--- config.mk ---
export PLATFORM = sky130hd
export DESIGN_NAME = exc_entry_seq
export DESIGN_NICKNAME = d
export VERILOG_FILES = /design/src/rtl/exc_entry_pkg.sv /design/src/rtl/exc_arbiter.sv /design/src/rtl/exc_target_calc.sv /design/src/rtl/exc_status_update.sv /design/src/rtl/exc_entry_seq.sv
export SDC_FILE = /design/constraint.sdc
export NUM_CORES = 1
export LEC_CHECK = 0
export ABC_AREA = 1
export ABC_CLOCK_PERIOD_IN_PS = 2200
export BUFFER_PORTS_ARGS = -buffer_cell sky130_fd_sc_hd__buf_4
export CAP_MARGIN = 20
export CORE_AREA = 2 2 105 117
export CTS_BUF_LIST = sky130_fd_sc_hd__clkbuf_16
export CTS_CLUSTER_DIAMETER = 80
export DETAILED_ROUTE_END_ITERATION = 6
export DIE_AREA = 0 0 107 119
export GPL_ROUTABILITY_DRIVEN = 0
export PLACE_DENSITY_LB_ADDON = 0.2
export REMOVE_ABC_BUFFERS = 1
export SETUP_SLACK_MARGIN = 0.4
export SYNTH_ARGS = -nofsm -noshare
export SYNTH_HDL_FRONTEND = slang
export SYNTH_SLANG_ARGS = --single-unit
--- constraint.sdc ---
create_clock -name clk -period 2.2 [get_ports clk]
set_input_delay 0.11 -clock clk [delete_from_list [all_inputs] [get_ports clk]]
set_output_delay 0.11 -clock clk [all_outputs]
set_load 0.02 [all_outputs]
--- src/rtl/exc_entry_pkg.sv ---
package exc_entry_pkg;
  localparam int SR_W      = 32;
  localparam int MODE_W    = 5;
  localparam int SR_IDIS   = 7;
  localparam int SR_NARROW = 5;

  typedef enum logic [MODE_W-1:0] {
    MODE_IRQ = 5'h12,
    MODE_SVC = 5'h13,
    MODE_UND = 5'h1B
  } exc_mode_e;

  typedef enum logic [1:0] {
    KIND_NONE = 2'd0,
    KIND_UND  = 2'd1,
    KIND_SWI  = 2'd2,
    KIND_IRQ  = 2'd3
  } exc_kind_e;
endpackage

--- src/rtl/exc_arbiter.sv ---
module exc_arbiter
  import exc_entry_pkg::*;
(
  input  logic      clk,
  input  logic      rst_n,
  input  logic      req_und,
  input  logic      req_swi,
  input  logic      req_irq,
  input  logic      irq_masked,
  input  logic      lockout,
  output logic      take,
  output exc_kind_e kind
);
  logic [2:0] grant; // [0] und, [1] swi, [2] irq

  always_comb begin
    grant = 3'b000;
    if (!lockout) begin
      if (req_und)                  grant[0] = 1'b1;
      else if (req_swi)             grant[1] = 1'b1;
      else if (req_irq && !irq_masked) grant[2] = 1'b1;
    end
  end

  always_comb begin
    unique case (grant)
      3'b001:  kind = KIND_UND;
      3'b010:  kind = KIND_SWI;
      3'b100:  kind = KIND_IRQ;
      default: kind = KIND_NONE;
    endcase
  end

  assign take = |grant;

  AST_GRANT_ONEHOT: assert property (@(posedge clk) disable iff (!rst_n)
    $onehot0(grant));
  AST_MASKED_IRQ_DROPPED: assert property (@(posedge clk) disable iff (!rst_n)
    (irq_masked && !req_und && !req_swi) |-> !take);
  AST_SYNC_BEATS_IRQ: assert property (@(posedge clk) disable iff (!rst_n)
    (take && (req_und || req_swi)) |-> (kind != KIND_IRQ));
endmodule

--- src/rtl/exc_target_calc.sv ---
module exc_target_calc
  import exc_entry_pkg::*;
#(
  parameter int          ADDR_W    = 32,
  parameter int          WIDE_STEP = 4,
  parameter int          NARROW_STEP = 2,
  parameter logic [31:0] VEC_UND   = 32'h04,
  parameter logic [31:0] VEC_SWI   = 32'h08,
  parameter logic [31:0] VEC_IRQ   = 32'h18
) (
  input  exc_kind_e             kind,
  input  logic [ADDR_W-1:0]     pc,
  input  logic                  narrow,
  output logic [ADDR_W-1:0]     link,
  output logic [ADDR_W-1:0]     vector,
  output logic [MODE_W-1:0]     mode
);
  localparam logic [ADDR_W-1:0] STEP_W = ADDR_W'(WIDE_STEP);
  localparam logic [ADDR_W-1:0] STEP_N = ADDR_W'(NARROW_STEP);
  localparam logic [ADDR_W-1:0] IRQ_ADJ = ADDR_W'(WIDE_STEP);

  logic [ADDR_W-1:0] step;
  logic [ADDR_W-1:0] base_ret;

  assign step     = narrow ? STEP_N : STEP_W;
  assign base_ret = pc - step;

  always_comb begin
    link   = base_ret;
    vector = ADDR_W'(VEC_UND);
    mode   = MODE_UND;
    case (kind)
      KIND_SWI: begin
        vector = ADDR_W'(VEC_SWI);
        mode   = MODE_SVC;
      end
      KIND_IRQ: begin
        link   = base_ret + IRQ_ADJ;
        vector = ADDR_W'(VEC_IRQ);
        mode   = MODE_IRQ;
      end
      default: ;
    endcase
  end
endmodule

--- src/rtl/exc_status_update.sv ---
module exc_status_update
  import exc_entry_pkg::*;
(
  input  logic [SR_W-1:0]   sr_in,
  input  logic [MODE_W-1:0] mode,
  output logic [SR_W-1:0]   sr_out
);
  always_comb begin
    for (int b = 0; b < SR_W; b++) begin
      if (b < MODE_W)            sr_out[b] = mode[b];
      else if (b == SR_IDIS)     sr_out[b] = 1'b1;
      else if (b == SR_NARROW)   sr_out[b] = 1'b0;
      else                       sr_out[b] = sr_in[b];
    end
  end
endmodule

--- src/rtl/exc_entry_seq.sv ---
module exc_entry_seq
  import exc_entry_pkg::*;
#(
  parameter int ADDR_W = 32
) (
  input  logic              clk,
  input  logic              rst_n,
  input  logic [31:0]       in_sr,
  input  logic [ADDR_W-1:0] in_pc,
  input  logic              in_narrow,
  input  logic              req_und,
  input  logic              req_swi,
  input  logic              req_irq,
  output logic              out_redirect,
  output logic [4:0]        out_mode,
  output logic [ADDR_W-1:0] out_link,
  output logic [ADDR_W-1:0] out_pc,
  output logic [31:0]       out_saved_sr,
  output logic [31:0]       out_new_sr,
  output logic              out_wake
);
  logic              take;
  exc_kind_e         kind;
  logic [ADDR_W-1:0] nx_link, nx_vec;
  logic [MODE_W-1:0] nx_mode;
  logic [SR_W-1:0]   nx_sr;

  exc_arbiter u_arb (
    .clk       (clk),
    .rst_n     (rst_n),
    .req_und   (req_und),
    .req_swi   (req_swi),
    .req_irq   (req_irq),
    .irq_masked(in_sr[SR_IDIS]),
    .lockout   (out_redirect),
    .take      (take),
    .kind      (kind)
  );

  exc_target_calc #(.ADDR_W(ADDR_W)) u_calc (
    .kind  (kind),
    .pc    (in_pc),
    .narrow(in_narrow),
    .link  (nx_link),
    .vector(nx_vec),
    .mode  (nx_mode)
  );

  exc_status_update u_sr (
    .sr_in (in_sr),
    .mode  (nx_mode),
    .sr_out(nx_sr)
  );

  always_ff @(posedge clk) begin
    if (!rst_n) begin
      out_redirect <= 1'b0;
      out_wake     <= 1'b0;
      out_mode     <= '0;
      out_link     <= '0;
      out_pc       <= '0;
      out_saved_sr <= '0;
      out_new_sr   <= '0;
    end else begin
      out_redirect <= take;
      out_wake     <= take && (kind == KIND_IRQ);
      if (take) begin
        out_mode     <= nx_mode;
        out_link     <= nx_link;
        out_pc       <= nx_vec;
        out_saved_sr <= in_sr;
        out_new_sr   <= nx_sr;
      end
    end
  end

  AST_STROBE_SINGLE: assert property (@(posedge clk) disable iff (!rst_n)
    out_redirect |=> !out_redirect);
  AST_WAKE_ONLY_IRQ: assert property (@(posedge clk) disable iff (!rst_n)
    out_wake |-> (out_redirect && out_mode == MODE_IRQ));
  AST_NEW_SR_MASKED: assert property (@(posedge clk) disable iff (!rst_n)
    out_redirect |-> (out_new_sr[SR_IDIS] && !out_new_sr[SR_NARROW]));
  AST_HOLD_IDLE: assert property (@(posedge clk) disable iff (!rst_n)
    (!out_redirect && $past(rst_n)) |-> $stable(out_link));
endmodule

After elaboration in Yosys (flattened, before gate mapping)
Index checks and enable logic that the tools add are counted.
Operators by class
  add/sub/neg operators: 2
  equality and inequality tests: 5
  multiplexer cells: 11
  reduce and logical (&&, ||, !) cells: 4
Operators by type and width (number)
  32-bit by 3-bit adder with 32-bit output, second input constant: 1
  32-bit 2-to-1 mux: 1
  32-bit subtractor: 1
  5-bit case mux with 2 select lines: 1
  4-bit case mux with 2 select lines: 1
  3-bit 2-to-1 mux: 2
  2-bit case mux with 3 select lines: 1
  2-bit == test, second input constant: 2
  1-bit 2-to-1 mux: 4
  3-bit by 1-bit == test with 1-bit output, second input constant: 1
  3-bit by 2-bit == test with 1-bit output, second input constant: 1
  3-bit == test, second input constant: 1
  3-bit OR reduction: 1
  1-bit logical AND: 2
  2-bit 2-to-1 mux: 1
  1-bit logical NOT: 1
Storage, ports and cells
  register bits after elaboration: 134
  input bits: 70
  output and inout port bits: 135
  word-level logic and storage cells: 29

Logic depth before layout (Yosys ltp)
Gate-level depths: netlist (run 1).
  word-level depth: 10
  depth in mapped cells: 20
  gate-level depth less buffers: 20

Modules after synthesis
Synthesis (run 1) repeated with hierarchy kept, for this count alone.
Second synthesis, totals
  cells, all modules: 1306
  area, all modules: 8087.8 µm²
Modules (own cells, without submodules)
  exc_entry_seq: instances 1, cells an instance 849, area an instance 5579.1 µm², sequential area each 2702.6 µm²
  exc_target_calc: instances 1, cells an instance 410, area an instance 2194.6 µm², sequential area each 0.0 µm²
  exc_status_update: instances 1, cells an instance 34, area an instance 247.7 µm², sequential area each 0.0 µm²
  exc_arbiter: instances 1, cells an instance 13, area an instance 66.3 µm², sequential area each 0.0 µm²

Least setup slack after synthesis (run 1)
Ideal clock, no wire load.
  path type: input -> register
  start: in in_pc[1]
  end: reg out_link[28]
  setup time: 0.109 ns
  data arrival time: 2.199 ns
  data required time: 2.091 ns
  slack: -0.108 ns
  stages on the path: 20
  path buffers: 0
  cell sequence: inv_1 ha_1 inv_1 fa_1 xor2_1 inv_1 ha_1 inv_1 nor2_1 nand2_1 nor2_2 nand3_4 nor2_2 nand3_1 nor2_2 nand2_1 nand2_1 nand3_1 nand2_1 inv_1
Between the ends
  longest elaborated chain between the ends: 3
RTL lines
  start: declaration: RTL line exc_entry_seq.sv:9  | input logic [ADDR_W-1:0] in_pc,
  32-bit subtractor *: RTL line exc_target_calc.sv:26  | assign base_ret = pc - step;
  32-bit by 3-bit adder with 32-bit output: RTL line exc_target_calc.sv:38  | link = base_ret + IRQ_ADJ;
  32-bit 2-to-1 mux *: RTL line exc_target_calc.sv:32  | case (kind)
  end signal: assignment: RTL line exc_entry_seq.sv:69  | out_link <= nx_link;
  end: declaration: RTL line exc_entry_seq.sv:16  | output logic [ADDR_W-1:0] out_link,
Mark *: on every way between the ends. The rest lies on a longest branch, timed or not.
A chain may end at the register's enable or synchronous reset.

Worst setup path in the final report (run 1)
Same ends and word-level chain as after synthesis.

==> impl_results.rst, run 1 <==
.. list-table::
   :header-rows: 1

   * - Metric
     - Value
   * - Outcome
     - finished clean
   * - Aggregate global-route resource usage
     - approximately 23%
   * - Die Height
     - around 120 um
   * - Detailed Route Iter0 Violations
     - about 270
   * - Setup crit start
     - in_pc[1]
   * - Endpoint of the worst hold-timing path
     - out_saved_sr[7]
   * - Minimum clock period
     - roughly 2 ns
   * - Min-delay src
     - in_sr[7]
   * - Number of hold violations in the final report
     - 0
   * - Number of detailed-routing iterations run before antenna repair
     - 5
   * - Wire length of the first global-routing pass
     - 23300 um
   * - Initial Utilization
     - 42.2%
   * - Overall Power
     - about 4 mW
   * - Crit path max fanout
     - 4
   * - Warnings from Yosys
     - 0
   * - Min-Delay Path Class
     - input pin to flop
   * - Growth of design area from synthesis to finish
     - 49.8%
   * - Worst stage delay on the critical path
     - between 0.3 and 0.4 ns
   * - Synth Register Bits
     - between 70 and 80
   * - TritonCTS clock tree
     - done
   * - Share of synthesized area occupied by flip-flops and latches
     - between 20 and 30%
   * - R2R Setup Slk
     - approximately 0.29 ns
   * - Root buf cell
     - sky130_fd_sc_hd__clkbuf_16
   * - Synth cell count leaders
     - 228 x sky130_fd_sc_hd__nand2_1, 77 x sky130_fd_sc_hd__nor2_1, 73 x sky130_fd_sc_hd__nand3_1
   * - Worst Hold Depth
     - 3
   * - Fraction of registers with async set/reset
     - 0%
   * - Synthesized instance count
     - 770
   * - Hold Worst Slack
     - approximately 0.070 ns
   * - Number of nets in the layout
     - about 1100
   * - WL final
     - between 10000 and 15000 um
   * - Register clock-pin slew on the reported worst setup and hold paths
     - roughly 0.050 ns
   * - Final max-slew violation count
     - 0
   * - Primary flip-flop cell chosen by synthesis mapping
     - sky130_fd_sc_hd__dfxtp_1
   * - Count of unique library cells instantiated by Yosys
     - 38
   * - WL per Instance
     - between 10 and 15 um
   * - Required arrival time at the worst endpoint
     - about 2.4 ns
   * - Clock buffer count from CTS
     - 9
   * - End of the worst register-to-register path
     - out_link[19]
   * - Max clock buf depth
     - 2
   * - Critical setup path kind
     - input pin to flop
   * - Summed area of non-filler cells in the final layout
     - between 0.007 and 0.008 sq mm
   * - FF-to-FF Start
     - out_redirect
   * - Die Area
     - 0.0127 sq mm
   * - Number of antenna diodes
     - 0
   * - Maximum ir drop on the vdd rail
     - between 0.4 and 0.5 mV
   * - Worst slew pin tran
     - around 0.65 ns
   * - TritonCTS Sinks
     - between 70 and 80
   * - Area after detailed placement
     - approximately 0.0064 sq mm
   * - Floorplan die width
     - about 110 um
   * - Number of antenna violations at the first check in global routing
     - 0
   * - Crit path cell chain
     - buf_6, inv_4, ha_4, inv_2, fa_2, xor2_2, inv_1, ha_2, inv_2, nor2_2, nand2_2, nor2_4, nand3_4, nor2_4, nand3_2, nor2_4, nand2_1, nand2_1, nand3_2, nand2_1, inv_1
   * - Maximum clock skew at final layout
     - around 0.0047 ns
   * - Worst max-slew margin expressed relative to the limit
     - ~57%
   * - Number of standard-cell rows in the floorplan
     - 42
   * - Crit end category
     - flop
   * - Post-Syn Area per Cell
     - around 6.4 sq um
   * - DRC
     - 0
   * - Main area contributors after synthesis
     - sky130_fd_sc_hd__dfxtp_1 29%, sky130_fd_sc_hd__nand2_1 17%, sky130_fd_sc_hd__buf_4 9.7%
   * - Count of input and output buffers
     - between 150 and 200
   * - Number of enable-type register cells in the synthesized netlist
     - 0
   * - Number of nets with antenna violations after routing
     - 0
   * - Final standard cell utilization of the core
     - 63.2%
   * - Cell Pwr Density
     - about 550 mW/mm^2
   * - Accumulated negative setup slack
     - 0 ns
   * - Kind of cell adding the most delay to the critical path
     - simple AND/OR/NAND/NOR gates
   * - DP HPWL
     - about 11000 um
   * - Final setup fails
     - 0
   * - Area fraction of the dominant cell type after synthesis
     - between 20% and 30%
   * - Floorplan core area
     - between 0.01 and 0.015 sq mm
   * - Gr ovfl total
     - 0
   * - H-tree depth
     - 3
   * - Slowest stage cell, crit path
     - sky130_fd_sc_hd__fa_2
   * - Clock latency at the later pin of the worst-skew pair
     - approximately 0.33 ns
   * - Post-detailed-route via-to-cell ratio
     - between 4 and 5
   * - Via count of the first global-routing pass
     - between 4000 and 5000
   * - Fillcell total
     - 1059
   * - RSZ-0062 raised after global routing
     - yes
   * - Count of boundary I/O pins
     - between 200 and 250
   * - Crit path launch type
     - input pin
   * - Maximum number of pins on one net before global-route repair
     - between 60 and 70
   * - Arrival time reported for the critical path endpoint
     - ~2.3 ns
   * - Worst reg-to-reg path cell count
     - 12
   * - CP Buf/Inv Count
     - 6
   * - Share of final-layout standard cells stronger than drive strength 1
     - 38.1%
   * - FMAX
     - between 0.4 and 0.5 GHz
   * - Crit share post-route
     - between 90 and 100%
   * - Max-cap viol count
     - 0
   * - Static power due to leakage
     - around 3.8 nW
   * - Combined area of all synthesized cells
     - about 0.005 sq mm
   * - Most repeated cell in the gate-level netlist after synthesis
     - sky130_fd_sc_hd__nand2_1
   * - Total number of vias
     - 5417
   * - Post-synthesis cell type with the largest combined area
     - sky130_fd_sc_hd__dfxtp_1
==> layout make-up <==
type / instances / area (sq um) / area share [%]
multi-input cells: 577 / 3140 / 42.3
repair buffers: 270 / 2130 / 28.7
flip-flops and latches: 71 / 1420 / 19.2
inverters: 72 / 273 / 3.68
clock buffers: 9 / 225 / 3.04
well taps: 154 / 193 / 2.60
clock inverters: 6 / 31.3 / 0.422
==> cells by family (layout without fill, tap and decap cells) <==
| logic type | after synthesis | in the layout | synth area share, % |
|---|---|---|---|
| and+or+nand+nor | 458 | 459 | 43.1 |
| buffers and inverters | 154 | 357 | 16.5 |
| DFF | 71 | 71 | 28.7 |
| AOI/OAI and AO/OA | 68 | 68 | 7.79 |
| xor gates and xnor gates | 14 | 14 | 2.63 |
| adders and majority gates | 4 | 4 | 1.16 |
| other | 1 | 32 | 0.0758 |
==> worst reg2reg max path, delay by kind of cell (launching register included) <==
family           cells  cell delay [ns]
AO/OA/AOI/OAI        1             0.06
flip-flops           1             0.34
AND/OR/NAND/NOR     11             1.38
==> cells in the final DEF, fill, tap and decap left out, types with 8 or more instances in the layout <==
cell	instances
sky130_fd_sc_hd__buf_4	232
sky130_fd_sc_hd__nand2_1	210
sky130_fd_sc_hd__dfxtp_1	71
sky130_fd_sc_hd__nand3_1	64
sky130_fd_sc_hd__inv_1	61
sky130_fd_sc_hd__nor2_1	60
sky130_fd_sc_hd__conb_1	32
sky130_fd_sc_hd__dlygate4sd3_1	32
sky130_fd_sc_hd__nand2_2	30
sky130_fd_sc_hd__nor2_2	29
sky130_fd_sc_hd__o21ai_0	29
sky130_fd_sc_hd__nor2_4	22
sky130_fd_sc_hd__nand4_1	17
sky130_fd_sc_hd__a21oi_1	17
sky130_fd_sc_hd__inv_2	11
sky130_fd_sc_hd__nand3_2	10
sky130_fd_sc_hd__clkbuf_16	9
sky130_fd_sc_hd__xor2_1	8
==> where the power goes <==
part           switching, mW  internal (mW)
Sequential            0.0815           1.41
Combinational          0.766          0.537
Clock                  0.519          0.741
Total                   1.37           2.69
==> how the worst max path moves through the flow <==
stage                        end  cells past startpoint
global placement    out_link[28]                     21
CTS                 out_link[28]                     21
finish              out_link[28]                     21
global route        out_link[28]                     21
detailed placement  out_link[28]                     21
floorplan           out_link[26]                      5
==> flip-flops by register name, indices dropped and copies added, names as in the netlist <==
register / cells
out_mode: 3
out_saved_sr: 32
out_link: 32
out_pc: 2
out_redirect: 1
out_wake: 1
==> repair_timing <==
item,CTS,global route
cloned,0,1
resized for setup,29,59
hold buffers,32,0
buffers inserted,4,10
setup endpoints to repair,25,26
pin swaps,24,33
endpoints found under the hold margin,32,0
==> routing by layer <==
| metal | track usage, % | vias up | part of all wire [%] |
|---|---|---|---|
| met3 | 4.00 | 15 | 6.2 |
| met4 | 6.57 | 0 | 1.6 |
| met5 | 0 | - | 0 |
| met2 | 39.9 | 176 | 50 |
| li1 | - | 2804 | - |
| met1 | 27.7 | 2422 | 42 |
==> metrics by stage <==
| stage | cells | worst slack (ns) |
|---|---|---|
| after floorplan | 719 | -0.942 |
| after global placement | 1097 | -0.287 |
| after detailed placement | 1097 | -0.350 |
| after CTS | 1148 | 0.131 |
| after global routing | 1159 | -0.0439 |
| final | 1159 | 0.161 |
Note: power is estimated with default switching activity, not from simulation.
==> run 2, diff against run 1 <==
--- a/config.mk
+++ b/config.mk
@@ -16,6 +16,7 @@
 export DIE_AREA = 0 0 107 119
 export GPL_ROUTABILITY_DRIVEN = 0
 export PLACE_DENSITY_LB_ADDON = 0.2
+export RECOVER_POWER = 50
 export REMOVE_ABC_BUFFERS = 1
 export SETUP_SLACK_MARGIN = 0.4
 export SYNTH_ARGS = -nofsm -noshare
==> impl_results.rst, run 2 (synthesis results as in run 1) <==
.. list-table::
   :header-rows: 1

   * - Metric
     - Value
   * - WL final
     - 14700 um (+0.79%)
   * - Worst Hold Depth
     - 3 (unchanged)
   * - Outcome
     - finished clean
   * - Max clock buf depth
     - 2 (unchanged)
   * - Maximum clock skew at final layout
     - 0.00322 ns (-0.00145 ns)
   * - Cell Pwr Density
     - 556 mW/mm^2 (+1.6%)
   * - Minimum clock period
     - 2.04 ns (-0.000873 ns)
   * - Count of input and output buffers
     - 172 (unchanged)
   * - Final Worst Setup Slack
     - 0.162 ns (+0.000873 ns)
   * - FMAX
     - 0.491 GHz (about the same)
   * - RSZ-0062 raised after global routing
     - yes
   * - Layer carrying the most global-route usage
     - met2
   * - Post-detailed-route via-to-cell ratio
     - 4.68 (about the same)
   * - Area after detailed placement
     - 0.00640 sq mm (unchanged)
   * - Initial Utilization
     - 42.2% (unchanged)
   * - Clock latency at the later pin of the worst-skew pair
     - 0.33 ns (about the same)
   * - Total number of vias
     - 5422 (+0.092%)
   * - Gr ovfl total
     - 0 (unchanged)
   * - Post-place setup slack
     - -0.350 ns (unchanged)
   * - Number of antenna violations at the first check in global routing
     - 0 (unchanged)
   * - Crit end category
     - flop
   * - Largest regs
     - out_link x32, out_saved_sr x32, out_mode x3
   * - Arrival time reported for the critical path endpoint
     - 2.26 ns (about the same)
   * - Fraction of met1 tracks used by global routing
     - 27.7% (unchanged)
   * - Number of hold violations in the final report
     - 0 (unchanged)
   * - Most frequent cells in the layout
     - 210 x sky130_fd_sc_hd__nand2_1, 148 x sky130_fd_sc_hd__buf_4, 84 x sky130_fd_sc_hd__clkbuf_1
   * - Accumulated negative setup slack
     - 0 ns (unchanged)
   * - DRC
     - 0 (unchanged)
   * - Max-cap viol count
     - 0 (unchanged)
   * - TritonCTS clock tree
     - done
   * - Crit path max fanout
     - 4 (unchanged)
   * - Maximum number of pins on one net before global-route repair
     - 65 (unchanged)
   * - Number of antenna diodes
     - 0 (unchanged)
   * - DP HPWL
     - 10700 um (unchanged)
   * - Count of boundary I/O pins
     - 205 (unchanged)
   * - Die Area
     - 0.0127 sq mm (unchanged)
   * - Met2 routing resource usage after global routing
     - 39.9% (unchanged)
   * - WL per Instance
     - 12.7 um (+0.79%)
   * - Worst max-slew margin expressed relative to the limit
     - 56.7% (about the same)
   * - Number of standard-cell rows in the floorplan
     - 42 (unchanged)
   * - Post-route insts no fill
     - 1159 (unchanged)
   * - Growth of design area from synthesis to finish
     - 43.4%
   * - Static power due to leakage
     - 3.42 nW (-9.0%)
   * - Required arrival time at the worst endpoint
     - 2.43 ns (about the same)
   * - Number of nets with antenna violations after routing
     - 0 (unchanged)
   * - Clock buffer count from CTS
     - 9 (unchanged)
   * - Aggregate global-route resource usage
     - 22.5% (unchanged)
   * - Maximum ir drop on the vdd rail
     - 0.411 mV (-0.98%)
   * - Summed area of non-filler cells in the final layout
     - 0.00710 sq mm (-4.3%)
   * - Crit share post-route
     - 92.7% (about the same)
   * - Via count of the first global-routing pass
     - 4920 (unchanged)
   * - Floorplan core area
     - 0.0117 sq mm (unchanged)
   * - H-tree depth
     - 3 (unchanged)
   * - Number of nets in the layout
     - 1075 (unchanged)
   * - Crit path launch type
     - input pin
   * - Critical setup path kind
     - input pin to flop
   * - Min-Delay Path Class
     - input pin to flop
   * - Register clock-pin slew on the reported worst setup and hold paths
     - 0.05 ns (about the same)
   * - Detailed Route Iter0 Violations
     - 292 (+9.4%)
   * - Worst slew pin tran
     - 0.649 ns (+0.000549 ns)
   * - TritonCTS Sinks
     - 71 (unchanged)
   * - Root buf cell
     - sky130_fd_sc_hd__clkbuf_16
   * - Final setup fails
     - 0 (unchanged)
   * - Most common cell after layout, fill and taps aside
     - sky130_fd_sc_hd__nand2_1
   * - Share of final-layout standard cells stronger than drive strength 1
     - 29.8% (-8.4 points)
   * - Final standard cell utilization of the core
     - 60.5% (-2.7 points)
   * - Worst reg-to-reg path cell count
     - 12 (unchanged)
   * - Floorplan die width
     - 107 um (unchanged)
   * - Wire length of the first global-routing pass
     - 23300 um (unchanged)
   * - GR Layer Usage met3
     - 4.00% (unchanged)
   * - Die Height
     - 119 um (unchanged)
   * - Number of instances in the placed design
     - 1097 (unchanged)
   * - Number of detailed-routing iterations run before antenna repair
     - 6 (+1)
   * - Final max-slew violation count
     - 0 (unchanged)
## run 2: changes by cell type in the layout (fill, tap and decap cells not counted)
cell	previous run	this run
sky130_fd_sc_hd__buf_4	232	148
sky130_fd_sc_hd__clkbuf_1	0	84
## run 2: metrics by stage
stage                     power, mW  hold WS [ns]
after floorplan                2.13         0.208
after CTS                      4.04        0.0562
after global routing           4.16        0.0766
after global placement         2.70         0.299
final                          3.94        0.0709
after detailed placement       2.71         0.300
## run 2: worst max-delay path, stage by stage
cell	delay [ns]
sky130_fd_sc_hd__buf_6	0.10
sky130_fd_sc_hd__inv_4	0.05
sky130_fd_sc_hd__ha_4	0.12
sky130_fd_sc_hd__inv_2	0.04
sky130_fd_sc_hd__fa_2	0.37
sky130_fd_sc_hd__xor2_2	0.16
sky130_fd_sc_hd__inv_1	0.07
sky130_fd_sc_hd__ha_2	0.17
sky130_fd_sc_hd__inv_2	0.04
sky130_fd_sc_hd__nor2_2	0.08
sky130_fd_sc_hd__nand2_2	0.08
sky130_fd_sc_hd__nor2_4	0.12
sky130_fd_sc_hd__nand3_4	0.13
sky130_fd_sc_hd__nor2_4	0.15
sky130_fd_sc_hd__nand3_2	0.11
sky130_fd_sc_hd__nor2_4	0.11
sky130_fd_sc_hd__nand2_1	0.05
sky130_fd_sc_hd__nand2_1	0.06
sky130_fd_sc_hd__nand3_2	0.05
sky130_fd_sc_hd__nand2_1	0.07
sky130_fd_sc_hd__inv_1	0.03
## run 2: final timing paths
check | startpoint | endpoint | slack [ns]
hold / removal | in_sr[7] | out_saved_sr[7] | 0.07
setup reg to reg | out_redirect | out_link[19] | 0.29
hold reg to reg | out_pc[4] | out_pc[4] | 0.46
setup / recovery | in_pc[1] | out_link[28] | 0.16
## run 2: timing repair
action | 4_1_cts | 5_1_grt
endpoints found under the setup margin | 25 | 26
gates cloned | 0 | 1
hold buffers | 32 | 0
pin swaps | 24 | 33
setup buffers | 4 | 10
resized for setup | 29 | 59
endpoints found under the hold margin | 32 | 0
## run 2: metal layers
metal | wire length (um) | vias up
li1 | - | 2809
met1 | 6290 | 2438
met2 | 7330 | 158
met3 | 860 | 17
met4 | 256 | 0
met5 | 0 | -
## run 2: power breakdown
part           switching (mW)  internal (mW)  leakage, nW
combinational           0.769          0.427         2.71
clock                   0.520          0.741        0.127
sequential             0.0785           1.41        0.589
## run 2: cell type report
cell class                      count  area (sq um)
Clock buffer                        9           225
Clock inverter                      6          31.3
Fill cell                        1165          4620
Inverter                           72           273
Multi-Input combinational cell    577          3140
Sequential cell                    71          1420
Tap cell                          154           193
Timing Repair Buffer              270          1810
==> run 3, diff against run 2 <==
--- a/config.mk
+++ b/config.mk
@@ -6,7 +6,7 @@
 export NUM_CORES = 1
 export LEC_CHECK = 0
 export ABC_AREA = 1
-export ABC_CLOCK_PERIOD_IN_PS = 2200
+export ABC_CLOCK_PERIOD_IN_PS = 1700
 export BUFFER_PORTS_ARGS = -buffer_cell sky130_fd_sc_hd__buf_4
 export CAP_MARGIN = 20
 export CORE_AREA = 2 2 105 117
==> constraint.sdc (replaced) <==
create_clock -name clk -period 1.7 [get_ports clk]
set_input_delay 0.085 -clock clk [delete_from_list [all_inputs] [get_ports clk]]
set_output_delay 0.085 -clock clk [all_outputs]
set_load 0.02 [all_outputs]
==> impl_results.rst, run 3 (synthesis results as in run 1) <==
.. list-table::
   :header-rows: 1

   * - Metric
     - Value
   * - Number of instances in the placed design
     - 1149 (+4.7%)
   * - Post-route insts no fill
     - 1223 (+5.5%)
   * - Summed area of non-filler cells in the final layout
     - 0.00791 sq mm (+11%)
   * - Switching Share
     - 33.7% (-0.96 points)
   * - Growth of design area from synthesis to finish
     - 59.9%
   * - Final setup fails
     - 25 (+25)
   * - Die Area
     - 0.0127 sq mm (unchanged)
   * - Required arrival time at the worst endpoint
     - 1.96 ns (-0.47 ns)
   * - Maximum number of pins on one net before global-route repair
     - 44 (-32%)
   * - Final Worst Setup Slack
     - -0.329 ns (-0.490 ns)
   * - Logic pwr share
     - 33.2% (+2.9 points)
   * - Count of boundary I/O pins
     - 205 (unchanged)
   * - Worst Hold Depth
     - 3 (unchanged)
   * - Final max-slew violation count
     - 0 (unchanged)
   * - Slowest stage cell, crit path
     - sky130_fd_sc_hd__fa_2
   * - Clock latency at the later pin of the worst-skew pair
     - 0.33 ns (about the same)
   * - Number of nets with antenna violations after routing
     - 0 (unchanged)
   * - Cell Pwr Density
     - 703 mW/mm^2 (+26%)
   * - Min-Delay Path Class
     - input pin to flop
   * - FMAX
     - between 0.4 and 0.5 GHz
   * - Wire length of the first global-routing pass
     - 24800 um (+6.7%)
   * - DRC
     - 0 (unchanged)
   * - Accumulated negative setup slack
     - -6.04 ns (-6.04 ns)
   * - Arrival time reported for the critical path endpoint
     - 2.29 ns (+0.03 ns)
   * - Most frequent cells in the layout
     - 215 x sky130_fd_sc_hd__buf_4, 173 x sky130_fd_sc_hd__nand2_1, 72 x sky130_fd_sc_hd__clkbuf_1
   * - Max-cap viol count
     - 0 (unchanged)
   * - Share of total power in the clock network
     - 32.0% (about the same)
   * - Register clock-pin slew on the reported worst setup and hold paths
     - 0.05 ns (about the same)
   * - Minimum clock period
     - ~2.0 ns
   * - Min-delay src
     - in_narrow
   * - Sequential cell fraction of total power
     - 34.8% (-2.9 points)
   * - Overall Power
     - 5.56 mW (+41%)
   * - Count of input and output buffers
     - 172 (unchanged)
   * - Detailed Route Iter0 Violations
     - 280 (-4.1%)
   * - Most common cell after layout, fill and taps aside
     - sky130_fd_sc_hd__buf_4
   * - Worst reg-to-reg path cell count
     - 12 (unchanged)
   * - R2R Setup Slk
     - -0.08 ns (-0.37 ns)
   * - Crit path cell chain
     - buf_6, inv_4, ha_4, inv_4, fa_2, inv_1, nand2_4, inv_2, nand2_1, nand2_1, nand2_2, nor2_2, nand2_2, nor2_4, nand2_2, nor2_4, nand2_1, nand2_1, nand2_1, a21oi_2
   * - Post-place setup slack
     - -0.809 ns (-0.459 ns)
   * - End of the worst register-to-register path
     - out_link[19]
   * - H-tree depth
     - 3 (unchanged)
   * - Number of standard-cell rows in the floorplan
     - 42 (unchanged)
   * - Endpoint of the worst hold-timing path
     - out_link[1]
   * - Via count of the first global-routing pass
     - 5282 (+7.4%)
   * - NetSw
     - 1.87 mW (+37%)
   * - Number of detailed-routing iterations run before antenna repair
     - 4 (-2)
   * - Die Height
     - 119 um (unchanged)
   * - Aggregate global-route resource usage
     - 24.0% (+1.5 points)
   * - Max clock buf depth
     - 2 (unchanged)
   * - CP Buf/Inv Count
     - 5 (-1)
   * - Maximum clock skew at final layout
     - 0.00303 ns (-0.000186 ns)
   * - Area after detailed placement
     - 0.00681 sq mm (+6.5%)
   * - Number of antenna diodes
     - 0 (unchanged)
   * - Floorplan core area
     - 0.0117 sq mm (unchanged)
   * - Hold Worst Slack
     - 0.0731 ns (+0.00224 ns)
   * - Gr ovfl total
     - 0 (unchanged)
   * - Number of antenna violations at the first check in global routing
     - 0 (unchanged)
   * - DP HPWL
     - 11200 um (+4.8%)
   * - Critical setup path kind
     - input pin to flop
   * - Crit share post-route
     - 119%
   * - Number of hold violations in the final report
     - 0 (unchanged)
   * - Worst stage delay on the critical path
     - 0.34 ns (-0.03 ns)
   * - Number of nets in the layout
     - 1140 (+6.0%)
   * - Maximum ir drop on the vdd rail
     - 0.491 mV (+19%)
   * - Root buf cell
     - sky130_fd_sc_hd__clkbuf_16
   * - Critical Path Most Common Cell
     - sky130_fd_sc_hd__nand2_1
   * - Crit path launch type
     - input pin
   * - WL per Instance
     - 13.4 um (+5.3%)
   * - Initial Utilization
     - 42.2% (unchanged)
   * - Violations in the final reports
     - negative setup slack
   * - RSZ-0062 raised after global routing
     - yes
   * - Post-detailed-route via-to-cell ratio
     - 4.74 (+1.4%)
   * - FF-to-FF Start
     - out_redirect
   * - Share of final-layout standard cells stronger than drive strength 1
     - 37.2% (+7.5 points)
   * - TritonCTS clock tree
     - done
   * - TritonCTS Sinks
     - 71 (unchanged)
   * - Final standard cell utilization of the core
     - 67.5% (+7.0 points)
   * - Total number of cells along the worst setup path
     - 20 (-4.8%)
   * - Clock buffer count from CTS
     - 9 (unchanged)
   * - WL final
     - 16400 um (+11%)
   * - Kind of cell adding the most delay to the critical path
     - simple AND/OR/NAND/NOR gates
   * - Floorplan die width
     - 107 um (unchanged)
   * - Crit end category
     - flop
   * - Crit path max fanout
     - 5 (+1)
   * - Outcome
     - complete, but fails checks
   * - Total number of vias
     - 5799 (+7.0%)
   * - Largest regs
     - out_link x32, out_saved_sr x32, out_mode x3
   * - Internal power component
     - 3.68 mW (+43%)
   * - Static power due to leakage
     - 3.95 nW (+15%)
-- run 3: changes by cell type in the layout (fill, tap and decap cells not counted), sizes merged --
cell	change
buf	+76
clkinvlp	-1
inv	-2
nor2	-1
clkbuf	-10
bufinv	+1
clkinv	+1
-- run 3: area by class of cell --
class | count | area (sq um)
Inverter | 72 | 283
Clock inverter | 5 | 51.3
Clock buffer | 9 | 225
Timing Repair Buffer | 336 | 2490
Multi-Input combinational cell | 576 | 3240
Fill cell | 1049 | 3810
Sequential cell | 71 | 1420
Tap cell | 154 | 193
-- run 3: power by group through the flow --
stage | Sequential (mW) | Combinational (mW) | Clock, mW
floorplan | 2.22 | 0.530 | 0
global placement | 1.96 | 1.62 | 0
detailed placement | 1.96 | 1.63 | 0
CTS | 1.93 | 1.83 | 1.80
global route | 1.95 | 1.99 | 1.87
finish | 1.93 | 1.85 | 1.78
-- run 3: worst max-delay path by stage --
stage | startpoint | slack (ns) | end
after floorplan | out_redirect | -1.44 | out_link[26]
after global placement | in_pc[1] | -0.75 | out_link[24]
after detailed placement | in_pc[1] | -0.81 | out_link[28]
after CTS | in_pc[1] | -0.36 | out_link[26]
after global routing | in_pc[1] | -0.55 | out_link[26]
final | in_pc[1] | -0.33 | out_link[26]
-- run 3: per-layer routing --
metal  GRT usage, %  vias to the layer above  wire length [um]
met1           29.1                     2616              6950
met2           43.1                      197              8110
met3           3.50                       35               861
met5              0                        -                 0
li1               -                     2951                 -
met4           7.95                        0               444
-- run 3: worst register-to-register path, stage by stage (launching register included) --
cell and delay, ns:
sky130_fd_sc_hd__dfxtp_2 0.33, sky130_fd_sc_hd__nor2_4 0.10, sky130_fd_sc_hd__nand2_2 0.09, sky130_fd_sc_hd__nor2_1 0.19
sky130_fd_sc_hd__nand3_1 0.14, sky130_fd_sc_hd__nor2_2 0.16, sky130_fd_sc_hd__nand3_2 0.13, sky130_fd_sc_hd__nor2_2 0.11
sky130_fd_sc_hd__nand2_2 0.08, sky130_fd_sc_hd__nor2_2 0.11, sky130_fd_sc_hd__nand3_1 0.08, sky130_fd_sc_hd__nand2_1 0.09
sky130_fd_sc_hd__a21oi_1 0.06
-- run 3: what timing repair did --
item	CTS	global route
gates cloned	3	2
endpoints found under the setup margin	68	65
endpoints found under the hold margin	32	0
pin swaps	30	28
hold buffers	32	0
resized for setup	58	87
buffers inserted	16	7
